$ cat config.mk
export PLATFORM = sky130hd
export DESIGN_NAME = ldi_notch_cell
export DESIGN_NICKNAME = d
export VERILOG_FILES = /design/src/rtl/ldi_notch_cell.sv
export SDC_FILE = /design/constraint.sdc
export NUM_CORES = 1
export LEC_CHECK = 0
export ABC_AREA = 1
export BUFFER_PORTS_ARGS = -buffer_cell sky130_fd_sc_hd__buf_2
export CELL_PAD_IN_SITES_DETAIL_PLACEMENT = 1
export CELL_PAD_IN_SITES_GLOBAL_PLACEMENT = 1
export CORE_ASPECT_RATIO = 0.7
export CORE_MARGIN = 5
export CORE_UTILIZATION = 30
export CTS_CLUSTER_SIZE = 40
export DETAILED_ROUTE_END_ITERATION = 12
export PLACE_DENSITY_LB_ADDON = 0.1
export SLEW_MARGIN = 5
export SYNTH_ARGS = -nofsm -noshare
export SYNTH_HDL_FRONTEND = slang
export SYNTH_SLANG_ARGS = --single-unit
$ cat constraint.sdc
create_clock -name clk -period 34.1 [get_ports clk]
set_clock_uncertainty 0.1 [all_clocks]
set_input_delay 0 -clock clk [delete_from_list [all_inputs] [get_ports clk]]
set_output_delay 0 -clock clk [all_outputs]
set_load 0.01 [all_outputs]
$ cat src/rtl/ldi_notch_cell.sv
module ldi_notch_cell #(
  parameter int ADC_W   = 12,
  parameter int FRAC    = 14,
  parameter int GUARD   = 4,
  parameter int K1_W    = 16,
  parameter int K1_FRAC = 14,
  parameter logic [K1_W-1:0] K1_POS = 16'h2800,
  parameter logic [K1_W-1:0] K1_NEG = 16'h0080,
  parameter int DAMP_SH = 3
) (
  input  logic                           clk,
  input  logic                           rst,
  input  logic                           in_valid,
  input  logic signed [ADC_W-1:0]        in_sample,
  output logic                           out_valid,
  output logic signed [ADC_W+FRAC-1:0]   bp_out,
  output logic signed [ADC_W+FRAC-1:0]   notch_out
);
  localparam int OW = ADC_W + FRAC;
  localparam int SW = OW + GUARD;
  localparam int PW = SW + K1_W + 2;
  localparam logic signed [PW-1:0] S_MAX = {{(PW-SW+1){1'b0}}, {(SW-1){1'b1}}};
  localparam logic signed [PW-1:0] S_MIN = {{(PW-SW+1){1'b1}}, {(SW-1){1'b0}}};
  localparam logic signed [PW-1:0] O_MAX = {{(PW-OW+1){1'b0}}, {(OW-1){1'b1}}};
  localparam logic signed [PW-1:0] O_MIN = {{(PW-OW+1){1'b1}}, {(OW-1){1'b0}}};

  logic signed [SW-1:0] a_q, b_q, a_nx, b_nx;
  logic signed [OW-1:0] x_w, bp_nx, nt_nx;

  function automatic logic signed [PW-1:0] ext_s(input logic signed [SW-1:0] v);
    return {{(PW-SW){v[SW-1]}}, v};
  endfunction

  function automatic logic signed [PW-1:0] ext_o(input logic signed [OW-1:0] v);
    return {{(PW-OW){v[OW-1]}}, v};
  endfunction

  function automatic logic signed [SW-1:0] sat_s(input logic signed [PW-1:0] v);
    logic signed [PW-1:0] c;
    c = (v > S_MAX) ? S_MAX : (v < S_MIN) ? S_MIN : v;
    return c[SW-1:0];
  endfunction

  function automatic logic signed [OW-1:0] sat_o(input logic signed [PW-1:0] v);
    logic signed [PW-1:0] c;
    c = (v > O_MAX) ? O_MAX : (v < O_MIN) ? O_MIN : v;
    return c[OW-1:0];
  endfunction

  function automatic logic signed [PW-1:0] k1_mul(input logic signed [SW-1:0] v);
    logic signed [PW-1:0] acc, ve;
    acc = '0;
    ve  = ext_s(v);
    for (int i = 0; i < K1_W; i++) begin
      if (K1_POS[i]) acc = acc + (ve <<< i);
      if (K1_NEG[i]) acc = acc - (ve <<< i);
    end
    return acc >>> K1_FRAC;
  endfunction

  assign x_w   = {in_sample, {FRAC{1'b0}}};
  assign a_nx  = sat_s(ext_s(a_q) - (ext_s(a_q) >>> DAMP_SH) - k1_mul(b_q) + ext_o(x_w));
  assign b_nx  = sat_s(ext_s(b_q) + k1_mul(a_nx));
  assign bp_nx = sat_o((ext_s(a_nx) + ext_s(a_q)) >>> (DAMP_SH + 1));
  assign nt_nx = sat_o(ext_o(x_w) - ext_o(bp_nx));

  always_ff @(posedge clk) begin
    if (rst) begin
      a_q       <= '0;
      b_q       <= '0;
      bp_out    <= '0;
      notch_out <= '0;
      out_valid <= 1'b0;
    end else begin
      out_valid <= in_valid;
      if (in_valid) begin
        a_q       <= a_nx;
        b_q       <= b_nx;
        bp_out    <= bp_nx;
        notch_out <= nt_nx;
      end
    end
  end

  AST_RESET_CLEARS: assert property (@(posedge clk) rst |=> (!out_valid && bp_out == '0 && notch_out == '0 && a_q == '0 && b_q == '0));
  AST_VALID_FOLLOWS: assert property (@(posedge clk) disable iff (rst) in_valid |=> out_valid);
  AST_NO_SPURIOUS_VALID: assert property (@(posedge clk) disable iff (rst) !in_valid |=> !out_valid);
  AST_IDLE_STATE_HOLD: assert property (@(posedge clk) disable iff (rst) !in_valid |=> ($stable(a_q) && $stable(b_q)));
  AST_IDLE_OUT_HOLD: assert property (@(posedge clk) disable iff (rst) !in_valid |=> ($stable(bp_out) && $stable(notch_out)));
endmodule

After elaboration in Yosys (flattened, before gate mapping)

Cells that the tools add are included.

Add/sub/neg operators: 12
Multiply operators: 0
Divide/modulo/power cells: 0
$lt $le $gt $ge: 8
Equality and inequality tests: 0
Shifts and indexed selects: 0
Muxes and demuxes: 8
Bitwise operators: 0
Reduce and logical (&&, ||, !) cells: 0

Operators with widths:

| kind                    | number |
|---|---|
| $mux W30                | 4 |
| $mux W26                | 4 |
| $add A42 B43 Y44        | 2 |
| $add A38 B41 Y42        | 2 |
| $sub A1 B37 Y38 const A | 2 |
| $add A30 B30 Y31        | 2 |
| $gt A27 B26 Y1 const B  | 2 |
| $lt A27 B26 Y1 const B  | 2 |
| $add A32 B26 Y33        | 1 |
| $gt A33 B30 Y1 const B  | 1 |
| $lt A33 B30 Y1 const B  | 1 |
| $sub A31 B30 Y32        | 1 |
| $gt A31 B30 Y1 const B  | 1 |
| $lt A31 B30 Y1 const B  | 1 |
| $sub A30 B27 Y31        | 1 |
| $sub A26 B26 Y27        | 1 |

Register bits: 113
Bits in latches: 0
Bits in writable memories: 0
ROM bits: 0
Bits of input ports: 15
Output and inout bits: 53
Logic and storage cells: 33
Memories kept: 0

Depth between registers and ports, before layout

Gate-level depths: netlist of run 1.

Word-level depth: 16
Depth in mapped cells: 85
Mapped depth without buffers: 81

Worst setup path after synthesis of run 1

No wires, ideal clock.

Kind: reg2reg
From: register b_q[7]
To: register b_q[10]
Setup time: 0.095 ns
Data arrival time: 12.525 ns
Required time: 33.905 ns
Setup slack: 21.380 ns
Cell stages (with the launch flop): 83
Path buffers: 4
Clock period less this slack: 12.720 ns
Cells stage by stage: dfxtp_1 inv_1 fa_1 inv_1 ha_1 nand2_1 nor2_1 nand2_1 o21ai_0 a21oi_1 o21ai_0 nand2_1 nand2_1 nand3_1 nand2_1 a21o_1 a21o_1 a21o_1 [... 47 more ...] xor2_1 ha_1 nand2_1 o21ai_0 a21oi_1 o21ai_0 a21boi_0 o21ai_0 a21boi_0 o21ai_0 a21boi_0 o21ai_0 nand2_1 nand2_1 buf_2 buf_2 nand2_1 a221oi_1

Cells in the longest elaborated chain, start to end: 15
Elaborated cells on any way between the ends: 17
Classes of those cells: add/sub: 9; order compare: 4; mux: 4

RTL lines:

| what                   | line | text |
|---|---|---|
| start, declared        | 27   | `logic signed [SW-1:0] a_q, b_q, a_nx, b_nx;` |
| start signal, assigned | 78   | `b_q <= b_nx;` |
| $sub A1 B37 Y38        | 56   | `if (K1_NEG[i]) acc = acc - (ve <<< i);` |
| $add A38 B41 Y42       | 55   | `if (K1_POS[i]) acc = acc + (ve <<< i);` |
| $add A42 B43 Y44 (*)   | 55   |  |
| $sub A31 B30 Y32 (*)   | 62   | `assign a_nx = sat_s(ext_s(a_q) - (ext_s(a_q) >>> DAMP_SH) - k1_mul(b_q) + ext_o(x_w));` |
| $add A32 B26 Y33 (*)   | 62   |  |
| $lt A33 B30 Y1         | 40   | `c = (v > S_MAX) ? S_MAX : (v < S_MIN) ? S_MIN : v;` |
| $mux W30               | 40   |  |
| $mux W30 (*)           | 40   |  |
| via a_nx[6]            | 27   |  |
| $sub A1 B37 Y38        | 56   |  |
| $add A38 B41 Y42       | 55   |  |
| $add A42 B43 Y44 (*)   | 55   |  |
| $add A30 B30 Y31 (*)   | 63   | `assign b_nx = sat_s(ext_s(b_q) + k1_mul(a_nx));` |
| $lt A31 B30 Y1         | 40   |  |
| $mux W30               | 40   |  |
| $mux W30 (*)           | 40   |  |

The timed path passes the listed nets; every way through them passes the cells marked *.
A chain may end at the register's enable or synchronous reset.

Worst setup path in the final report of run 1

From: register b_q[2]
To: register b_q[5]

Same word-level chain as after synthesis.

==> impl_results.md, run 1 <==
- CP endpoint kind: flop
- Critical Path Max Stage Delay: 0.88 ns
- Crit path top cell by count: nand2_1
- Sink Count: 113
- Max Buffers Root-to-Sink: 2
- Outcome: completed
- Number of global-route vias before repair: 15970
- Fin Setup TNS: 0 ns
- RSZ-0062 raised after global routing: false
- Number of routed nets with antenna violations: 0
- Post-Place Cells: 3163
- Part of the cycle the worst path needs: 0.4553
- Full die area: 0.05949 sq mm
- Hold crit path type: primary input to flop
- Final setup margin: 18.58 ns
- Commonest non-fill, non-tap cells in the layout: nand2_1, inv_1, a21oi_1
- Max Cap Viol: 0
- Initial Util: 0.3040
- Post-DP HPWL: 48.16 mm
- Worst slew pin tran: 1.213 ns
- Largest net degree at the start of global routing: 76
- Seq/Total Area, Yosys: 0.1380
- Most common cell after layout, fill and taps aside: nand2_1
- GR Overflow Total: 0
- Clk root buf: clkbuf_16
- Rows: 71
- Core area: 0.05392 sq mm
- Fillers: 6873
- Initial antenna violation count: 0
- EDFF count, synth: 0
- Synth async-reset ratio: 0
- Final hold vios: 0
- Max Clk Rate: 64.42 MHz
- Slew headroom: 0.1892
- Crit path time final: 15.52 ns
- First-pass GRT wire length: 90.63 mm
- CTS resizes: 0
- Worst slack, placed: 18.52 ns
- Synthesized area: 0.01639 sq mm
- I/O pins: 68
- First-pass iteration count of the detailed router: 4
- Routed vias/inst: 4.880
- Crit start category: flop
- Vias: 15598
- CTS tree: yes
- Total wire length: 56.71 mm
- N_diodes: 0
- Post-synth top flop: dfxtp_1
- Routability cong.: 0.8452
- Nets: 2759
- Crit-path slowest cell: nand2_1
- Worst R2R Setup Slack: 18.58 ns
- TritonCTS buffer count: 17
- Fin cells: 3196
- Share of cells above drive strength 1: 0.08394
- Ys Warns: 0
- DRC Markers: 0
- Area grow syn2layout: 10.29%
- GRT Overall Usage: 0.1951
- Count of state elements after synthesis: 113
- Synth cell types: 54
- Average size of a mapped cell: 6.805 sq um
- Worst-path clk slew: 0.07 ns
- Max H-tree Level: 4
- Final setup viols: 0
- Max FO, Critical Path: 31
- Width of the die: 289.4 um
- DR WL/cell: 17.74 um
- Die height: 205.6 um
- Slew Viols, Final: 0
- WP data required: 34.37 ns
- Iter 0 DRT Violations: 944
- Syn_nets: 2715
- Mapped Cells: 2409
- Worst-Skew Late Latency: 0.46 ns
- Buffers added on ports: 67
- Setup CP Type: flop to flop
- Critical Path AT: 15.79 ns
-- per-layer routing --
layer	global-route usage	routed length, um	share of wire	vias to the layer above
li1	-	-	-	7814
met1	0.3090	31540	0.56	7571
met2	0.2858	22980	0.41	191
met3	0.02303	1745	0.031	22
met4	0.03033	440	0.0078	0
met5	0	0	0	-
-- registers in the layout (all words and copies together), names as in the netlist --
| signal | cells |
|---|---|
| a_q | 30 |
| b_q | 30 |
| bp_out | 26 |
| notch_out | 26 |
| out_valid | 1 |
-- cell families (layout without fill, tap and decap cells) --
group / count (synthesis) / in the layout / share of synthesized area
fa+ha+maj: 291 / 291 / 0.2697
flops: 113 / 113 / 0.1380
buf+inv: 553 / 610 / 0.1296
simple gates: 834 / 834 / 0.2171
xor+xnor: 128 / 128 / 0.06839
compound gates: 490 / 490 / 0.1772
-- cell type report --
cell class	count	area (sq um)	share of cell area
sequential	113	2262	0.1251
inverter	500	1881	0.1040
tap	730	913.4	0.05052
timing repair buffer	78	420.4	0.02325
clock inverter	14	155.1	0.008581
clock buffer	18	439.2	0.02429
multi-input combinational	1743	12010	0.6642
-- metrics by stage --
stage	hold slack, ns	util	cell area, sq um
2_1_floorplan	0.2040	-	16390
3_3_place_gp	0.2999	0.3241	17480
3_5_place_dp	0.3025	0.3241	17480
4_1_cts	0.1332	0.3353	18080
5_1_grt	0.2354	0.3353	18080
6_report	0.1433	0.3353	18080
-- worst max-delay path, delay by kind of cell (launching register included) --
family / cells / cell delay [ns]
flip-flops: 1 / 0.39
XOR/XNOR: 1 / 0.09
AO/OA/AOI/OAI: 28 / 6.30
AND/OR/NAND/NOR: 33 / 4.16
buffers and inverters: 9 / 0.81
adder cells (fa/ha/maj): 8 / 3.45
-- Yosys cell counts (2+ instances only) --
master    count  share of area
nand2_4       5         0.0034
o21ai_0     119          0.036
a21oi_1     201          0.061
nor4_1        4         0.0015
inv_1       489           0.11
a31oi_1      26         0.0099
nand2_2      25         0.0095
xor2_1       82          0.044
buf_6         3         0.0021
a21boi_0      7         0.0032
nand3_1      89          0.027
dfxtp_1     113           0.14
a211oi_1      4         0.0018
nor2_1      125          0.029
a221oi_1     30          0.016
clkbuf_1     37         0.0085
o31ai_1       4         0.0018
o21a_1        8         0.0037
nand3_2       4         0.0024
fa_1        104           0.13
buf_2         7         0.0021
buf_1         4        0.00092
ha_1        187           0.14
a21o_1       13         0.0060
o21ai_1       7         0.0021
inv_2         9         0.0021
a21oi_2      21          0.011
o21bai_1     12         0.0055
or2_2        12         0.0046
nor2_2       11         0.0042
nand4_1      12         0.0046
nor3_1       20         0.0061
xnor2_1      46          0.025
o221ai_1      2         0.0011
nor2_4        2         0.0014
nand3_4       2         0.0021
nand2_1     517           0.12
o211ai_1     29          0.013
and3_1        2        0.00076
-- worst paths after layout --
path,start,end,cells past startpoint
max,b_q[2],b_q[5],79
min reg2reg,bp_out[19],bp_out[19],2
max reg2reg,b_q[2],b_q[5],79
min,in_valid,a_q[29],2
-- timing repair --
item / 4_1_cts / 5_1_grt
hold buffers: 1 / 0
hold endpoints to repair: 6 / 0
buffers inserted: 0 / 0
Power of run 1 is not shown: default switching activity piles up to over one toggle a cycle in this logic, so the estimate is an artifact.
==> run 2, diff against run 1 <==
--- a/config.mk
+++ b/config.mk
@@ -5,7 +5,7 @@
 export SDC_FILE = /design/constraint.sdc
 export NUM_CORES = 1
 export LEC_CHECK = 0
-export ABC_AREA = 1
+export ABC_AREA = 0
 export BUFFER_PORTS_ARGS = -buffer_cell sky130_fd_sc_hd__buf_2
 export CELL_PAD_IN_SITES_DETAIL_PLACEMENT = 1
 export CELL_PAD_IN_SITES_GLOBAL_PLACEMENT = 1
==> constraint.sdc (replaced) <==
create_clock -name clk -period 13.65 [get_ports clk]
set_clock_uncertainty 0.1 [all_clocks]
set_input_delay 0 -clock clk [delete_from_list [all_inputs] [get_ports clk]]
set_output_delay 0 -clock clk [all_outputs]
set_load 0.01 [all_outputs]
==> run 2 against run 1 <==
The run now ends with negative setup slack left. Sequential cell count unchanged. Die area down 2.3%. Hold slack worse by 0.045 ns. Final cell count up 1.7%. Largest cell class unchanged.
==> impl_results.md, run 2 <==
- Hold Startpoint: in_valid
- Iter 0 DRT Violations: 818
- Most common cell after layout, fill and taps aside: buf_4
- Initial Util: 0.3050
- End of the worst register-to-register path: b_q[3]
- Final setup viols: 29
- Post-synth top flop: dfxtp_1
- Average size of a mapped cell: 7.875 sq um
- Core area: 0.05246 sq mm
- N_diodes: 0
- Largest cells by area after synthesis: ha_1, dfxtp_1, fa_1
- Worst-path clk slew: 0.07 ns
- Syn_nets: 2338
- Max H-tree Level: 4
- Vias: 16674
- Register cell area after layout: 0.002273 sq mm
- Post-DP HPWL: 49.01 mm
- Part of the cycle the worst path needs: 1.014
- Final setup margin: -0.1900 ns
- TritonCTS buffer count: 17
- Rows: 70
- Largest net degree at the start of global routing: 119
- Seq/Total Area, Yosys: 0.1414
- Critical Path Max Stage Delay: 0.55 ns
- First-pass iteration count of the detailed router: 5
- Routed vias/inst: 5.129
- CTS tree: yes
- Max FO, Critical Path: 8
- Fillers: 6304
- Sink Count: 113
- Ys Warns: 0
- Synth async-reset ratio: 0
- Outcome: finished with violations
- EDFF count, synth: 0
- Nets: 2860
- Biggest area consumer among synthesized cells: ha_1
- Commonest non-fill, non-tap cells in the layout: buf_4, inv_1, nor2_1
- Number of global-route vias before repair: 17499
- Fin cells: 3251
- CP endpoint kind: flop
- Buffers added on ports: 67
- Count of state elements after synthesis: 113
- Depth of the worst register-to-register path: 71
- Fin Setup TNS: -3.756 ns
- Worst Hold Endpoint: notch_out[25]
- Synth cell types: 88
- Crit start category: flop
- Crit path top cell by count: o21a_1
- Routability cong.: 0.8461
- Die height: 203.2 um
- Max Cap Viol: 0
- Reg-to-reg startpoint: b_q[3]
- Final hold vios: 0
- Worst slew pin tran: 1.087 ns
- Setup CP Type: flop to flop
- Crit-path slowest cell: or4_4
- Number of routed nets with antenna violations: 0
- Synthesized area: 0.01600 sq mm
- First-pass GRT wire length: 100.3 mm
- Core Util, Final: 0.4356
- Max Buffers Root-to-Sink: 2
- Worst hold stages: 3
- RSZ-0062 raised after global routing: true
- DRC Markers: 0
- Post-Place Cells: 3141
- GRT Overall Usage: 0.2187
- Hold slack: 0.09841 ns
- Max Clk Rate: 72.25 MHz
- Share of cells above drive strength 1: 0.3471
- Area of the multi-input gates: 0.01354 sq mm
- Total wire length: 64.13 mm
- Mapped Cells: 2032
- Full die area: 0.05814 sq mm
- I/O pins: 68
- Count leader, synth: inv_1
- Hold crit path type: primary input to flop
- DR WL/cell: 19.73 um
- Top Registers: a_q: 30 flops, b_q: 30 flops
- Initial antenna violation count: 3
- Crit path time final: 13.84 ns
- GR Overflow Total: 0
- List of most frequent post-synthesis cells: inv_1, nor2_1, a21oi_1
- Worst-Skew Late Latency: 0.47 ns
- Slew headroom: 0.2750
- Clk root buf: clkbuf_16
- Worst R2R Setup Slack: -0.19 ns
- Yosys top cell area share: 0.1462
- WP data required: 13.91 ns
- Area grow syn2layout: 42.80%
- Failing checks: negative setup slack
- Critical Path AT: 14.10 ns
- Width of the die: 286.1 um
- Slew Viols, Final: 0
run 2: cell count changes in the layout (fill, tap and decap cells not counted), moves of 56 or more:
cell and delta:
nor2_1 +77, inv_1 -220, o21ai_0 -70, buf_4 +464, a21oi_1 -63, nand2_1 -422
nand3_1 -56
run 2: logic make-up (layout without fill, tap and decap cells):
logic type / count (synthesis) / count (layout) / share of synthesized area
flops: 113 / 113 / 0.1414
xor+xnor: 124 / 124 / 0.06787
buf+inv: 358 / 893 / 0.08514
compound gates: 586 / 586 / 0.2484
fa+ha+maj: 300 / 300 / 0.2820
mux: 10 / 10 / 0.006333
simple gates: 541 / 541 / 0.1689
run 2: final cells by class:
type	count	share of cell area
Clock inverter	14	0.006735
Sequential cell	113	0.09949
Clock buffer	18	0.01922
Timing Repair Buffer	578	0.1978
Inverter	283	0.04659
Multi-Input combinational cell	1561	0.5927
Tap cell	684	0.03745
run 2: layer usage:
metal  vias up  track usage  part of all wire
met5         -            0                 0
met1      8286       0.3261              0.52
met2       239       0.3342              0.43
met3        38      0.03676             0.045
met4         0      0.04066             0.013
li1       8111            -                 -
run 2: per-stage QoR:
stage	cell area, sq um	setup slack [ns]
6_report	22850	-0.1900
5_1_grt	22850	-0.8138
4_1_cts	22180	-0.1604
3_5_place_dp	20270	-1.205
3_3_place_gp	20270	-0.8576
2_1_floorplan	16060	0.009562
run 2: repair_timing:
item / CTS / global route
setup buffers: 51 / 26
cloned: 7 / 3
endpoints found under the setup margin: 56 / 56
hold endpoints to repair: 17 / 0
hold buffers: 1 / 0
gates resized for setup: 165 / 147
pin swaps: 80 / 60
run 2: worst max-delay path, delay by kind of cell (launching register included):
kind | cells | cell delay, ns
flip-flops | 1 | 0.34
adder cells (fa/ha/maj) | 8 | 3.09
AO/OA/AOI/OAI | 29 | 5.46
buffers and inverters | 12 | 1.44
XOR/XNOR | 1 | 0.14
AND/OR/NAND/NOR | 21 | 3.11
run 2: worst max path at each step:
stage | depth (start not counted) | to | start | slack (ns)
detailed placement | 72 | b_q[5] | b_q[1] | -1.21
finish | 71 | b_q[3] | b_q[3] | -0.19
CTS | 73 | b_q[3] | b_q[3] | -0.16
floorplan | 65 | b_q[1] | b_q[1] | 0.01
global placement | 69 | b_q[1] | b_q[1] | -0.86
global route | 70 | b_q[28] | b_q[3] | -0.81
Power of run 2 is left out for the same reason.
==> run 3, diff against run 2 <==
--- a/config.mk
+++ b/config.mk
@@ -12,6 +12,7 @@
 export CORE_ASPECT_RATIO = 0.7
 export CORE_MARGIN = 5
 export CORE_UTILIZATION = 30
+export CTS_BUF_LIST = sky130_fd_sc_hd__clkbuf_4
 export CTS_CLUSTER_SIZE = 40
 export DETAILED_ROUTE_END_ITERATION = 12
 export PLACE_DENSITY_LB_ADDON = 0.1
==> run 3 against run 2 <==
The run still ends with negative setup slack left. Die area unchanged. Via count increased by 0.96%. Non-clock buffer count increased by 24. Global-route usage about the same. Final cell count increased by 0.92%. Critical path depth increased by 1. Final area increased by 0.22%. First-iteration DRC count increased by 8.4%. Worst setup slack got worse by 0.12 ns. Hold slack got worse by 0.028 ns.
==> impl_results.md, run 3 (same netlist as run 2, synthesis figures left out) <==
- Outcome: finished with violations
- Failing checks: negative setup slack
- Crit path time final: 13.96 ns
- Area of the multi-input gates: 0.01361 sq mm
- Max H-tree Level: 4
- Final hold vios: 0
- Fillers: 6352
- Crit-path slowest cell: a2111oi_4
- Initial antenna violation count: 3
- Full die area: 0.05814 sq mm
- Number of global-route vias before repair: 17523
- Register cell area after layout: 0.002271 sq mm
- DR WL/cell: 19.80 um
- Worst Path Buf+Inv: 11
- Vias: 16834
- Crit start category: flop
- Detail Route met2 WL: 27.61 mm
- Die height: 203.2 um
- Setup CP Type: flop to flop
- WP data required: 14.14 ns
- Crit path top cell by count: o21a_1
- Sink Count: 113
- Post-DP HPWL: 49.01 mm
- Critical Path Max Stage Delay: 0.53 ns
- M1 wire length: 34.06 mm
- Buffers added on ports: 67
- Area grow syn2layout: 43.12%
- Clk root buf: clkbuf_4
- Core area: 0.05246 sq mm
- Final setup viols: 30
- GRT Overall Usage: 0.2189
- Rows: 70
- TritonCTS buffer count: 17
- Worst-Skew Late Latency: 0.68 ns
- Worst slew pin tran: 0.9623 ns
- Initial Util: 0.3050
- Max Cap Viol: 0
- Hold crit path type: primary input to flop
- Part of the cycle the worst path needs: 1.023
- Width of the die: 286.1 um
- Max Clk Rate: 71.64 MHz
- Max Buffers Root-to-Sink: 2
- Routability cong.: 0.8461
- Slew headroom: 0.3584
- Top Metal Used: met4
- Crit-path leading delay family: compound AO/OA/AOI/OAI gates
- CTS tree: yes
- I/O pins: 68
- Worst-path clk slew: 0.15 ns
- Number of routed nets with antenna violations: 0
- Commonest non-fill, non-tap cells in the layout: buf_4, inv_1, nor2_1
- Core Util, Final: 0.4366
- CP endpoint kind: flop
- Nets: 2884
- Met3 WL: 2.570 mm
- First-pass iteration count of the detailed router: 5
- GR Overflow Total: 0
- RSZ-0062 raised after global routing: true
- DRC Markers: 0
- First-pass GRT wire length: 100.4 mm
- Iter 0 DRT Violations: 887
- Share of cells above drive strength 1: 0.3501
- Routed vias/inst: 5.131
- Total wire length: 64.97 mm
- Final setup margin: -0.3089 ns
- Critical Path AT: 14.45 ns
- Slew Viols, Final: 0
- Top Registers: a_q: 30 flops, b_q: 30 flops
- Most common cell after layout, fill and taps aside: buf_4
- Largest net degree at the start of global routing: 119
- Max FO, Critical Path: 8
## run 3: area by class of cell
cell class	instances	share of cell area
flip-flops and latches	113	0.09915
repair buffers	602	0.2095
clock buffers	17	0.005572
inverters	283	0.04649
diodes	6	0.0006556
clock inverters	15	0.006883
well taps	684	0.03737
multi-input cells	1561	0.5944
## run 3: metal layers
layer | track usage | vias to the layer above
li1 | - | 8166
met3 | 0.03899 | 38
met5 | 0 | -
met1 | 0.3285 | 8414
met4 | 0.03132 | 0
met2 | 0.3350 | 216
## run 3: path summary, 6_finish.rpt
path                startpoint       endpoint  slack [ns]  depth (start not counted)
setup / recovery        b_q[6]         b_q[6]       -0.31                         72
hold / removal    in_sample[6]  notch_out[20]        0.07                          7
setup reg to reg        b_q[6]         b_q[6]       -0.31                         72
hold reg to reg     bp_out[20]     bp_out[20]        0.37                          2
## run 3: worst min-delay path, stage by stage
cell and delay [ns]:
buf_2 0.13, ha_1 0.21, buf_4 0.14, xor2_1 0.07, nand2_1 0.08, nor2_1 0.05
nor4_2 0.12
## run 3: what timing repair did
action	CTS	global route
hold endpoints to repair	62	0
gates cloned	9	3
setup endpoints to repair	56	56
hold buffers	10	0
setup buffers	51	39
resized for setup	174	139
pin swaps	75	73
## run 3: per-stage QoR
step | hold slack [ns] | area [sq um] | setup slack, ns | setup TNS, ns | instances
after floorplan | 0.2040 | 16060 | 0.009562 | 0 | 2032
after global placement | 0.3015 | 20270 | -0.8576 | -31.30 | 3141
after detailed placement | 0.3140 | 20270 | -1.205 | -48.65 | 3141
after global routing | 0.07964 | 22900 | -0.9275 | -30.09 | 3280
after CTS | 0.02103 | 22020 | -0.1633 | -4.118 | 3239
final | 0.07000 | 22900 | -0.3089 | -8.241 | 3281
Power of run 3 is left out for the same reason.
